`config.mk`:
```
export PLATFORM = sky130hd
export DESIGN_NAME = dis_serializer
export DESIGN_NICKNAME = d
export VERILOG_FILES = /design/src/rtl/dis_pkg.sv /design/src/rtl/dis_sync.sv /design/src/rtl/dis_tick.sv /design/src/rtl/dis_debounce.sv /design/src/rtl/dis_frame_shift.sv /design/src/rtl/dis_serializer.sv
export SDC_FILE = /design/constraint.sdc
export NUM_CORES = 1
export LEC_CHECK = 0
export ABC_AREA = 1
export BUFFER_PORTS_ARGS = -buffer_cell sky130_fd_sc_hd__buf_4
export CORE_MARGIN = 2
export CORE_UTILIZATION = 51
export CTS_CLUSTER_SIZE = 30
export DETAILED_ROUTE_END_ITERATION = 8
export GPL_TIMING_DRIVEN = 0
export HOLD_SLACK_MARGIN = 0.1
export PLACE_DENSITY = 0.71
export SLEW_MARGIN = 20
export SYNTH_ARGS = -nofsm -noshare
export SYNTH_HDL_FRONTEND = slang
export SYNTH_SLANG_ARGS = --single-unit
```
`constraint.sdc`:
```
create_clock -name clk -period 4.95 [get_ports clk]
set_input_delay 1.2375 -clock clk [delete_from_list [all_inputs] [get_ports clk]]
set_output_delay 1.2375 -clock clk [all_outputs]
set_load 0.01 [all_outputs]
```
`src/rtl/dis_pkg.sv`:
```
package dis_pkg;
    localparam int IN_W    = 8;
    localparam int FRAME_W = 2 * IN_W;
    localparam int CRC_W   = 5;
    localparam logic [CRC_W-1:0] CRC_POLY = 5'h15;

    // Status byte layout: {crc[4:0], supply_ok, overtemp, warn_clear}
    typedef struct packed {
        logic [CRC_W-1:0] crc;
        logic             supply_ok;
        logic             overtemp;
        logic             warn_clear;
    } status_t;

    function automatic logic [CRC_W-1:0] crc5_msb(input logic [IN_W-1:0] data);
        logic [CRC_W-1:0] c;
        logic             fb;
        c = '0;
        for (int i = IN_W - 1; i >= 0; i--) begin
            fb = c[CRC_W-1] ^ data[i];
            c  = {c[CRC_W-2:0], 1'b0};
            if (fb) c = c ^ CRC_POLY;
        end
        return c;
    endfunction
endpackage

```
`src/rtl/dis_sync.sv`:
```
module dis_sync #(
    parameter int W      = 8,
    parameter int STAGES = 2
) (
    input  logic         clk,
    input  logic         rst_n,
    input  logic [W-1:0] in_raw,
    output logic [W-1:0] out_sync
);
    logic [STAGES-1:0][W-1:0] pipe_d, pipe_q;

    always_comb begin
        pipe_d[0] = in_raw;
        for (int s = 1; s < STAGES; s++) begin
            pipe_d[s] = pipe_q[s-1];
        end
    end

    always_ff @(posedge clk or negedge rst_n) begin
        if (!rst_n) pipe_q <= '0;
        else        pipe_q <= pipe_d;
    end

    assign out_sync = pipe_q[STAGES-1];
endmodule

```
`src/rtl/dis_tick.sv`:
```
module dis_tick #(
    parameter int DIV = 4
) (
    input  logic clk,
    input  logic rst_n,
    output logic tick
);
    localparam int CW = (DIV > 1) ? $clog2(DIV) : 1;
    localparam logic [CW-1:0] LAST = CW'(DIV - 1);

    logic [CW-1:0] cnt_d, cnt_q;

    always_comb begin
        cnt_d = (cnt_q == LAST) ? '0 : cnt_q + 1'b1;
    end

    always_ff @(posedge clk or negedge rst_n) begin
        if (!rst_n) cnt_q <= '0;
        else        cnt_q <= cnt_d;
    end

    assign tick = (cnt_q == LAST);
endmodule

```
`src/rtl/dis_debounce.sv`:
```
module dis_debounce #(
    parameter int CW = 4
) (
    input  logic          clk,
    input  logic          rst_n,
    input  logic          raw,
    input  logic          tick,
    input  logic [CW-1:0] limit,
    output logic          filt
);
    typedef struct packed {
        logic          level;
        logic [CW-1:0] run;
    } db_state_t;

    db_state_t st_d, st_q;
    logic [CW:0] run_next;

    always_comb begin
        st_d     = st_q;
        run_next = {1'b0, st_q.run} + 1'b1;
        if (raw == st_q.level) begin
            st_d.run = '0;
        end else if (limit == '0) begin
            st_d.level = raw;
            st_d.run   = '0;
        end else if (tick) begin
            if (run_next >= {1'b0, limit}) begin
                st_d.level = raw;
                st_d.run   = '0;
            end else begin
                st_d.run = run_next[CW-1:0];
            end
        end
    end

    always_ff @(posedge clk or negedge rst_n) begin
        if (!rst_n) st_q <= '0;
        else        st_q <= st_d;
    end

    assign filt = st_q.level;
endmodule

```
`src/rtl/dis_frame_shift.sv`:
```
module dis_frame_shift
    import dis_pkg::*;
(
    input  logic            clk,
    input  logic            rst_n,
    input  logic            csn,
    input  logic            sclk,
    input  logic            sdi,
    input  logic            mode8,
    input  logic [IN_W-1:0] in_byte,
    input  status_t         status,
    output logic            sdo
);
    typedef struct packed {
        logic               csn_prev;
        logic               sclk_prev;
        logic               short_frame;
        logic [FRAME_W-1:0] sr;
    } sh_state_t;

    sh_state_t st_d, st_q;
    logic capture, shift_now;

    always_comb begin
        st_d      = st_q;
        capture   = st_q.csn_prev && !csn;
        shift_now = st_q.sclk_prev && !sclk && !csn;
        if (capture) begin
            st_d.short_frame = mode8;
            st_d.sr          = mode8 ? {in_byte, {IN_W{1'b0}}} : {in_byte, status};
        end else if (shift_now) begin
            if (st_q.short_frame) begin
                st_d.sr[FRAME_W-1:IN_W] = {st_q.sr[FRAME_W-2:IN_W], sdi};
            end else begin
                st_d.sr = {st_q.sr[FRAME_W-2:0], sdi};
            end
        end
        st_d.csn_prev  = csn;
        st_d.sclk_prev = sclk;
    end

    always_ff @(posedge clk or negedge rst_n) begin
        if (!rst_n) begin
            st_q          <= '0;
            st_q.csn_prev <= 1'b1;
        end else begin
            st_q <= st_d;
        end
    end

    assign sdo = st_q.sr[FRAME_W-1];
endmodule

```
`src/rtl/dis_serializer.sv`:
```
module dis_serializer
    import dis_pkg::*;
#(
    parameter int TICK_DIV    = 4,
    parameter int SYNC_STAGES = 2,
    parameter int DB_SHORT    = 2,
    parameter int DB_MEDIUM   = 6,
    parameter int DB_LONG     = 12
) (
    input  logic            clk,
    input  logic            rst_n,
    input  logic [IN_W-1:0] din,
    input  logic [1:0]      dbsel,
    input  logic            mode8,
    input  logic            ot_alarm,
    input  logic            uv_alarm,
    input  logic            uv_warn,
    input  logic            csn,
    input  logic            sclk,
    input  logic            sdi,
    output logic            sdo,
    output logic            fault
);
    localparam int SW = IN_W + 3;
    localparam int CW = $clog2(DB_LONG + 1);

    typedef struct packed {
        logic fault;
    } top_state_t;

    logic [SW-1:0]   raw_vec, sync_vec;
    logic [IN_W-1:0] in_s, filt;
    logic            ot_s, uva_s, uvw_s;
    logic            tick;
    logic [CW-1:0]   limit;
    status_t         status;
    top_state_t      st_d, st_q;

    assign raw_vec = {uv_warn, uv_alarm, ot_alarm, din};

    dis_sync #(.W(SW), .STAGES(SYNC_STAGES)) u_sync (
        .clk(clk), .rst_n(rst_n), .in_raw(raw_vec), .out_sync(sync_vec)
    );

    assign in_s  = sync_vec[IN_W-1:0];
    assign ot_s  = sync_vec[IN_W];
    assign uva_s = sync_vec[IN_W+1];
    assign uvw_s = sync_vec[IN_W+2];

    dis_tick #(.DIV(TICK_DIV)) u_tick (.clk(clk), .rst_n(rst_n), .tick(tick));

    always_comb begin
        case (dbsel)
            2'b01:   limit = CW'(DB_SHORT);
            2'b10:   limit = CW'(DB_MEDIUM);
            2'b11:   limit = CW'(DB_LONG);
            default: limit = '0;
        endcase
    end

    for (genvar g = 0; g < IN_W; g++) begin : g_db
        dis_debounce #(.CW(CW)) u_db (
            .clk(clk), .rst_n(rst_n), .raw(in_s[g]), .tick(tick),
            .limit(limit), .filt(filt[g])
        );
    end

    always_comb begin
        status.crc        = crc5_msb(filt);
        status.supply_ok  = !uva_s;
        status.overtemp   = ot_s;
        status.warn_clear = !uvw_s;
    end

    dis_frame_shift u_shift (
        .clk(clk), .rst_n(rst_n), .csn(csn), .sclk(sclk), .sdi(sdi),
        .mode8(mode8), .in_byte(filt), .status(status), .sdo(sdo)
    );

    always_comb begin
        st_d       = st_q;
        st_d.fault = ot_s | uva_s;
    end

    always_ff @(posedge clk or negedge rst_n) begin
        if (!rst_n) st_q <= '0;
        else        st_q <= st_d;
    end

    assign fault = st_q.fault;
endmodule

```
==> impl_metrics.tcl, run 1 <==
set metrics [dict create \
    cts_tree "yes" \
    first_global_vias 3450 \
    hold_viol 0 \
    nNetsFinal 616 \
    drive_gt1_frac 0.09717 \
    worst_pin_slew_ns 0.7942 \
    critical_path.cell_chain "buf_4, inv_1, ha_1, nor2_1, ha_1, a21oi_1, o2111ai_1, nor2_1, nand4_1, o21ai_0" \
    wire_per_inst_microns 12.51 \
    seq_power_share 0.455 \
    io_buffers 20 \
    synthAdderAreaFrac 0.1004 \
    holdWs_ns 0.3514 \
    vdd_drop_max_uv 154.8 \
    vias 3473 \
    cts_resized 0 \
    dp_hpwl_microns 6194 \
    pwr-share-comb 0.313 \
    rows 34 \
    critical_path.top_delay_family "simple AND/OR/NAND/NOR gates" \
    grt_pass1_wl_microns 15140 \
    min_period_ns 3.182 \
    syn_area_sq_um 4488 \
    synth_nets 585 \
    ys_types 28 \
    coreArea_sq_um 8636 \
    slew-limit-headroom 0.4686 \
    worst_hold_path_type "reg -> reg" \
    drc 0 \
    die_width_microns 97.81 \
    die_area_sq_um 9567 \
    syn_to_final_growth_pct 10.23 \
    synth-seq-cells 84 \
    p_switching_mw 0.6887 \
    critical_path.max_fanout 8 \
    numCtsBuffers 9 \
    cp-start-kind "input pin" \
    cp.arrival_ns 3.44 \
    clock_skew_ns 0.006578 \
    worst_setup_path_end_kind "flop" \
    antenna_found_initial 0 \
    path_clk_slew_ns 0.08 \
    timing.fmax_mhz 314.3 \
    ys_warn_count 0 \
    ios 21 \
    swShare 0.3672 \
    dr.first_iter.drc_count 140 \
    holdBufCountCts 0 \
    timing.max_cap.violations 0 \
    clkLatencyLatePin_ns 0.35 \
    root_buffer "clkbuf_8" \
    grt_overflow_total 0 \
    synth_xor_area_frac 0.03513 \
    max_stage_delay_ns 0.62 \
    cts.sinks 84 \
    htreeDepth 3 \
    wl_microns 8431 \
    dr.pass1.iters 4 \
    dp_cells 658 \
    slew_viol_final 0 \
    cts_buffer_depth 2 \
    synth.mux.area_fraction 0 \
    synthSimpleGateAreaFrac 0.2049 \
    seq_area_frac_synth 0.4686 \
    post-route-period-util 0.6428 \
    start_util 0.5197 \
    synth_top_family_by_area "simple AND/OR/NAND/NOR gates" \
    power.density_nw_per_um2 379.1 \
    antennaDiodeCount 0 \
    tns_ns 0 \
    grt_max_degree 85 \
    status "finished clean" \
    crit_required_ns 5.21 \
    critPathKind "in -> reg" \
    p_int_mw 1.187 \
    fin_util 0.5729 \
    power_frac_clock 0.232 \
    fin_total_pwr_mw 1.876 \
    finalSetupViolations 0 \
    drtAntennaViolNets 0 \
    syn_inst 530 \
    rsz0062_at_grt "false" \
    slowest_stage "nor2_1" \
    grt_usage 0.1944 \
    cts_setup_buffers 0 \
    synth_compound_area_frac 0.1121 \
    crit_buf_inv 2 \
    p_leak_nw 2.559 \
    layout.cells.non_filler 674 \
    gp_congestion 0.8871 \
    syn_area_per_cell_sq_um 8.468 \
    fp.dieH_microns 97.81 \
    via_per_inst 5.153 \
]
-- path summary, 6_finish.rpt --
path / endpoint / slack [ns] / depth (start not counted) / start
worst max-delay path: g_db[4].u_db.st_q[2]$_DFFE_PN0P_ / 1.77 / 10 / dbsel[0]
worst min-delay path: u_sync.out_sync[8]$_DFF_PN0_ / 0.35 / 0 / u_sync.pipe_d[19]$_DFF_PN0_
worst max register to register: g_db[4].u_db.st_q[2]$_DFFE_PN0P_ / 2.79 / 8 / g_db[4].u_db.st_q[0]$_DFFE_PN0P_
worst min register to register: u_sync.out_sync[8]$_DFF_PN0_ / 0.35 / 0 / u_sync.pipe_d[19]$_DFF_PN0_
max in group asynchronous: u_shift.st_q[4]$_DFFE_PN0P_ / 3.51 / 1 / rst_n
min in group asynchronous: g_db[6].u_db.st_q[3]$_DFFE_PN0P_ / 0.89 / 1 / rst_n
-- synthesized netlist by cell type (all sizes together) --
library cell | n | area (sq um)
nor2 | 34 | 127.6
clkbuf | 3 | 11.26
nand4 | 16 | 100.1
a22oi | 2 | 15.01
o21ai | 55 | 275.3
buf | 4 | 27.52
o2111ai | 8 | 70.07
o22ai | 1 | 6.260
a31oi | 6 | 37.54
xor2 | 18 | 157.7
nand3b | 2 | 15.01
dfstp | 1 | 26.28
clkinv | 2 | 7.510
dfrtp | 83 | 2077
nand2 | 113 | 436.7
a21oi | 18 | 90.09
ha | 36 | 450.4
or2 | 8 | 50.05
o221ai | 1 | 8.760
inv | 82 | 307.8
nand3 | 37 | 190.2
-- power by group through the flow --
stage	sequential (mW)	clock [mW]	combinational (mW)
final	0.853	0.435	0.588
after global placement	0.861	0	0.564
after detailed placement	0.865	0	0.588
after floorplan	0.843	0	0.462
after global routing	0.867	0.476	0.697
after CTS	0.852	0.450	0.590
-- state kept, by name, indices dropped and copies added (netlist names) --
signal and count:
fault 1, g_db.u_db.filt 8, g_db.u_db.st_q 32, u_shift.sdo 1, u_shift.st_q 18, u_sync.out_sync 11
u_sync.pipe_d 11, u_tick.cnt_q 2
-- through the flow --
stage / area, sq um / worst slack, ns
after floorplan: 4488 / 2.085
after global placement: 4773 / 1.491
after detailed placement: 4773 / 1.369
after CTS: 4943 / 1.739
after global routing: 4947 / 1.607
final: 4947 / 1.768
-- logic make-up (layout without fill, tap and decap cells) --
family,after synthesis,count (layout)
flops,84,84
compound gates,91,91
xor+xnor,18,18
fa+ha+maj,36,36
buf+inv,91,127
simple gates,210,210
-- final cells by class --
| type | instances | area [sq um] |
|---|---|---|
| Clock inverter | 4 | 25.02 |
| Tap cell | 108 | 135.1 |
| Multi-Input combinational cell | 355 | 2031 |
| Timing Repair Buffer | 20 | 153.9 |
| Clock buffer | 12 | 145.1 |
| Buffer | 7 | 38.79 |
| Fill cell | 769 | 3689 |
| Sequential cell | 84 | 2103 |
| Inverter | 84 | 315.3 |
-- cell usage in the layout (no fill, tap or decap), drive strengths merged --
cell type	n
o221ai	1
o2111ai	8
xor2	18
buf	24
nand3b	2
clkinvlp	2
nand2	113
nor2	34
a31oi	6
o22ai	1
a22oi	2
dfstp	1
a21oi	18
or2	8
inv	82
ha	36
nand3	37
clkbuf	15
dfrtp	83
o21ai	55
nand4	16
clkinv	4
-- per-layer routing --
metal  track usage  vias to the layer above  wire, microns
met2        0.3215                       35           4036
met4       0.08440                        0            102
met1        0.2518                     1624           4070
li1              -                     1804              -
met5             0                        -              0
met3       0.03651                       10            221
(Power assumes the default switching activity.)
==> run 2: changes to the inputs <==
Settings changed: PLACE_DENSITY 0.71 to 0.74.
Clock period 4.95 ns to 2.7 ns, I/O delays scaled along.
==> run 2 against run 1 <==
  * Non-clock buffer count did not move
  * Combinational power rose by 87%
  * Sequential power rose by 84%
  * Final cell count fell by 0.15%
  * Critical endpoint is now g_db[7].u_db.st_q[3]$_DFFE_PN0P_
  * Critical path depth did not move
  * Die area did not move
  * Flip-flop and latch count did not move
  * Highest routed layer unchanged
  * Via count rose by 1.1%
  * Clock skew rose by 0.0075 ns
  * Final area rose by 0.76%
  * Wire length rose by 4.4%
  * Largest cell class unchanged
==> impl_metrics.tcl, run 2 (synthesis results as in run 1) <==
set metrics [dict create \
    drc 0 \
    worst_pin_slew_ns 0.7354 \
    critical_path.max_fanout 8 \
    first_global_vias 3537 \
    wire_per_inst_microns 13.08 \
    reg_top3 "g_db.u_db.st_q (32), u_shift.st_q (18)" \
    critical_path.cell_chain "buf_4, inv_1, ha_1, nor2_2, ha_1, a21oi_1, o2111ai_1, nor2_1, nand4_1, o21ai_0" \
    worst_hold_path_type "in -> async" \
    nNetsFinal 616 \
    die_area_sq_um 9567 \
    slew-limit-headroom 0.5097 \
    worst_setup_path_end_kind "flop" \
    io_buffers 20 \
    fillers 764 \
    postPlaceCellArea_sq_um 4773 \
    largest_reg_flops 32 \
    dr_wl_met3_microns 227 \
    finalSetupViolations 0 \
    rr_worst_depth 8 \
    worstSetupStartpoint "dbsel[0]" \
    critPathKind "in -> reg" \
    ios 21 \
    timing.fmax_mhz 426.9 \
    cp-start-kind "input pin" \
    maxUsedRoutingLayer "met4" \
    grt_overflow_total 0 \
    setup_slack_ns 0.3576 \
    reg2reg_to "g_db[7].u_db.st_q[3]$_DFFE_PN0P_" \
    fp.dieH_microns 97.81 \
    cts.sinks 84 \
    hold_viol 0 \
    final_common_cell "nand2_1" \
    wl_met2_microns 4257 \
    antenna_found_initial 0 \
    dp_cells 658 \
    pre_cts_ws_ns -0.2903 \
    power.density_nw_per_um2 726.5 \
    grt_max_degree 85 \
    via_per_inst 5.217 \
    cts_setup_buffers 0 \
    tns_ns 0 \
    dr.first_iter.drc_count 188 \
    p_leak_nw 2.579 \
    gp_congestion 0.8276 \
    path_clk_slew_ns 0.08 \
    critical_path.top_delay_family "simple AND/OR/NAND/NOR gates" \
    start_util 0.5197 \
    r2r_slack_ns 0.57 \
    timing.max_cap.violations 0 \
    cts_tree "yes" \
    final_cell_mix "108 x nand2_1, 83 x dfrtp_1, 79 x inv_1, 54 x o21ai_0" \
    die_width_microns 97.81 \
    dr.pass1.iters 4 \
    clkLatencyLatePin_ns 0.37 \
    vdd_drop_max_uv 312.4 \
    drive_gt1_frac 0.09912 \
    layout.cells.non_filler 673 \
    rsz0062_at_grt "false" \
    status "finished clean" \
    cts_buffer_depth 2 \
    grt_pass1_wl_microns 15600 \
    min_period_ns 2.342 \
    grt_usage 0.2032 \
    root_buffer "clkbuf_8" \
    vias 3511 \
    antennaDiodeCount 0 \
    post-route-period-util 0.8676 \
    crit_top_cell "ha_1" \
    reg2reg_from "g_db[7].u_db.st_q[0]$_DFFE_PN0P_" \
    top_register "g_db.u_db.st_q" \
    drtAntennaViolNets 0 \
    htreeDepth 3 \
    max_stage_delay_ns 0.43 \
    wl_microns 8804 \
    fin_total_pwr_mw 3.621 \
    cp.arrival_ns 2.62 \
    stdcell_area_sq_um 4985 \
    crit_buf_inv 2 \
    slew_viol_final 0 \
    m1WireLength_microns 4121 \
    dp_hpwl_microns 6383 \
    clock_skew_ns 0.01411 \
    numCtsBuffers 9 \
    crit_required_ns 2.98 \
    rows 34 \
    syn_to_final_growth_pct 11.07 \
    slowest_stage "nor2_2" \
    coreArea_sq_um 8636 \
]
## run 2: cell count changes in the layout (fill, tap and decap cells not counted)
cell / change
clkbuf_8: -1
clkinvlp_4: -1
nor2_1: -1
nor2_2: +1
clkbuf_1: -1
bufinv_16: +2
## run 2: per-layer routing
metal	vias to the layer above	GRT usage
li1	1794	-
met3	17	0.03937
met1	1649	0.2616
met2	51	0.3342
met5	-	0
met4	0	0.09402
## run 2: where the power goes
part | internal, mW | total, mW | switching [mW]
clock | 0.513 | 0.958 | 0.445
sequential | 1.42 | 1.57 | 0.152
combinational | 0.410 | 1.10 | 0.685
## run 2: layout make-up
| cell class | count | area [sq um] | area share |
|---|---|---|---|
| sequential | 84 | 2103 | 0.4219 |
| multi-input combinational | 355 | 2033 | 0.4079 |
| inverter | 84 | 315.3 | 0.06325 |
| timing repair buffer | 20 | 153.9 | 0.03087 |
| tap | 108 | 135.1 | 0.02711 |
| clock buffer | 10 | 127.6 | 0.02560 |
| clock inverter | 5 | 77.57 | 0.01556 |
| buffer | 7 | 38.79 | 0.007781 |
## run 2: worst max-delay path by stage
| stage | to | slack (ns) | cells past startpoint |
|---|---|---|---|
| 6_report | g_db[7].u_db.st_q[3]$_DFFE_PN0P_ | 0.36 | 10 |
| 3_3_place_gp | g_db[3].u_db.st_q[1]$_DFFE_PN0P_ | -0.19 | 10 |
| 5_1_grt | g_db[0].u_db.st_q[0]$_DFFE_PN0P_ | 0.13 | 10 |
| 3_5_place_dp | g_db[7].u_db.st_q[3]$_DFFE_PN0P_ | -0.29 | 10 |
| 2_1_floorplan | g_db[7].u_db.filt$_DFFE_PN0P_ | 0.40 | 10 |
| 4_1_cts | g_db[3].u_db.st_q[1]$_DFFE_PN0P_ | 0.09 | 10 |
## run 2: repair_timing
item                                    in CTS  in global routing
hold buffers                                 0                  0
endpoints found under the setup margin       0                 30
gates resized for setup                      0                  1
## run 2: metrics by stage
| step | hold WS, ns | util |
|---|---|---|
| after floorplan | 0.3312 | - |
| after global placement | 0.3326 | 0.5527 |
| after detailed placement | 0.3347 | 0.5527 |
| after CTS | 0.3520 | 0.5765 |
| after global routing | 0.3601 | 0.5772 |
| final | 0.3477 | 0.5772 |
==> run 3: changes to the inputs <==
Settings changed: PLACE_DENSITY 0.74 to 0.73, SYNTH_HIERARCHICAL set to 1.
==> run 3 against run 2 <==
  * Worst setup slack got worse by 0.066 ns
  * Synthesized area grew 26%
  * Flip-flop and latch count unchanged
  * Final area increased by 25%
  * Critical path type unchanged
  * Highest routed layer unchanged
==> impl_metrics.tcl, run 3 <==
set metrics [dict create \
    status "finished clean" \
    top_register "g_db.u_db/st_q" \
    cp-start-kind "input pin" \
    timing.max_cap.violations 0 \
    p_leak_nw 3.402 \
    drc 0 \
    synth.top_cells.by_count "176 x nand2_1, 124 x inv_1, 83 x dfrtp_1, 50 x nand3_1, 43 x ha_1" \
    tns_ns 0 \
    r2r_slack_ns 0.92 \
    fillers 936 \
    via_per_inst 4.822 \
    finalSetupViolations 0 \
    seq_area_frac_synth 0.3734 \
    reg2reg_to "g_db[3].u_db/filt$_DFFE_PN0P_" \
    ys.flop_type "dfrtp_1" \
    dp_cells 858 \
    synth_top_cell_by_area "dfrtp_1" \
    cts_tree "yes" \
    reg2reg_from "g_db[3].u_db/st_q[0]$_DFFE_PN0P_" \
    wl_microns 9999 \
    fp.dieH_microns 109.1 \
    fin_total_pwr_mw 5.021 \
    min_period_ns 2.409 \
    grt_overflow_total 0 \
    start_util 0.5219 \
    ys_types 29 \
    clock_skew_ns 0.007882 \
    vias 4214 \
    slowest_stage "ha_2" \
    root_buffer "clkbuf_8" \
    ios 21 \
    path_clk_slew_ns 0.08 \
    worst_hold_path_type "in -> async" \
    holdBufCountCts 0 \
    grt_max_degree 85 \
    cts_resized 0 \
    final_cell_mix "176 x nand2_1, 124 x inv_1, 83 x dfrtp_1, 50 x nand3_1, 42 x ha_1" \
    grt_usage 0.1921 \
    syn_inst 684 \
    holdWs_ns 0.3282 \
    htreeDepth 3 \
    syn_area_sq_um 5633 \
    final_common_cell "nand2_1" \
    slew_viol_final 0 \
    numCtsBuffers 9 \
    drive_gt1_frac 0.2139 \
    hold_viol 0 \
    ys_warn_count 6 \
    synth-seq-cells 84 \
    clkLatencyLatePin_ns 0.37 \
    drtAntennaViolNets 0 \
    timing.fmax_mhz 415.2 \
    die_width_microns 109.1 \
    dp_hpwl_microns 7214 \
    reg_top3 "g_db.u_db/st_q (32), u_shift/st_q (18)" \
    critical_path.max_fanout 17 \
    coreArea_sq_um 10790 \
    crit_required_ns 2.96 \
    wire_per_inst_microns 11.44 \
    layout.cells.non_filler 874 \
    cts_buffer_depth 2 \
    regArea_sq_um 2103 \
    largest_reg_flops 32 \
    vdd_drop_max_uv 349.4 \
    cp.arrival_ns 2.67 \
    cts_setup_buffers 0 \
    fin_util 0.5778 \
    critical_path.cell_chain "buf_4, ha_2, or2_2, inv_2, ha_1, nand2_1, nand2_1, nand2_1, nand2_4, nand2_2, nand2_1, nand2_1, inv_1" \
    synth-edff-count 0 \
    antenna_found_initial 0 \
    critPathKind "in -> reg" \
    crit_top_cell "nand2_1" \
    max_stage_delay_ns 0.61 \
    antennaDiodeCount 0 \
    first_global_vias 4203 \
    die_area_sq_um 11900 \
    grt_pass1_wl_microns 18170 \
    post-route-period-util 0.8920 \
    worst_pin_slew_ns 1.002 \
    nNetsFinal 791 \
    rsz0062_at_grt "false" \
    dr.pass1.iters 4 \
    synth-async-reset-ratio 1.000 \
    rows 38 \
    synth_area_leaders "dfrtp_1 37%, nand2_1 12%, ha_1 9.6%, inv_1 8.3%, nand3_1 4.4%" \
    slew-limit-headroom 0.3319 \
    power.density_nw_per_um2 805.1 \
    multi_input_area_sq_um 3003 \
    cts.sinks 84 \
    yosys.cell_count.top_type "nand2_1" \
    io_buffers 19 \
    gp_congestion 0.7909 \
    dr.first_iter.drc_count 169 \
    rr_worst_depth 11 \
    worst_setup_path_end_kind "flop" \
    syn_area_per_cell_sq_um 8.235 \
    synth_top_area_frac 0.3687 \
    syn_to_final_growth_pct 10.71 \
]
run 3: cell types whose count changed after synthesis, sizes merged, moves of 16 or more:
cell and change:
nand2 +98, inv +62, o21ai -32, a21oi -18, nor2 +18, nand3 +16
nand4 -16
run 3: per-layer routing:
| metal | global-route usage | wire length, microns |
|---|---|---|
| met1 | 0.2352 | 4598 |
| met2 | 0.3350 | 4915 |
| met3 | 0.04722 | 351 |
| met4 | 0.05403 | 133 |
| met5 | 0 | 0 |
run 3: logic make-up after synthesis:
group,after synthesis,share of synthesized area
AND/OR/NAND/NOR,329,0.3116
buffers and inverters,149,0.1040
flip-flops,84,0.3734
AO/OA/AOI/OAI,47,0.06530
adder cells (fa/ha/maj),43,0.09551
XOR/XNOR,31,0.04953
other,1,0.0006657
run 3: worst max-delay path by stage:
stage / start / endpoint / slack, ns
detailed placement: dbsel[0] / g_db[1].u_db/filt$_DFFE_PN0P_ / -0.11
CTS: dbsel[0] / g_db[0].u_db/filt$_DFFE_PN0P_ / 0.29
global route: dbsel[1] / g_db[0].u_db/filt$_DFFE_PN0P_ / 0.16
floorplan: dbsel[0] / g_db[3].u_db/filt$_DFFE_PN0P_ / 0.05
finish: dbsel[0] / g_db[0].u_db/filt$_DFFE_PN0P_ / 0.29
global placement: dbsel[0] / g_db[6].u_db/filt$_DFFE_PN0P_ / -0.47
run 3: power breakdown:
part	internal [mW]	total, mW	switching, mW
Clock	0.527	1.01	0.481
Combinational	0.859	2.24	1.38
Sequential	1.48	1.77	0.285
Total	2.87	5.02	2.15
run 3: final cells by class:
cell class                 instances  area share
timing repair buffer              19     0.02348
clock inverter                     7     0.01585
clock buffer                       9     0.01986
multi-input combinational        466      0.4815
tap                              140     0.02809
buffer                             4    0.006621
sequential                        84      0.3373
inverter                         145     0.08728
run 3: worst max-delay path, delay by kind of cell:
kind | cells | cell delay, ns
fa+ha+maj | 2 | 0.91
simple gates | 8 | 0.87
buf+inv | 3 | 0.21
run 3: through the flow:
stage	setup slack, ns	instance area [sq um]
global placement	-0.4740	6007
finish	0.2915	6236
global route	0.1648	6236
CTS	0.2885	6232
floorplan	0.05445	5689
detailed placement	-0.1101	6010
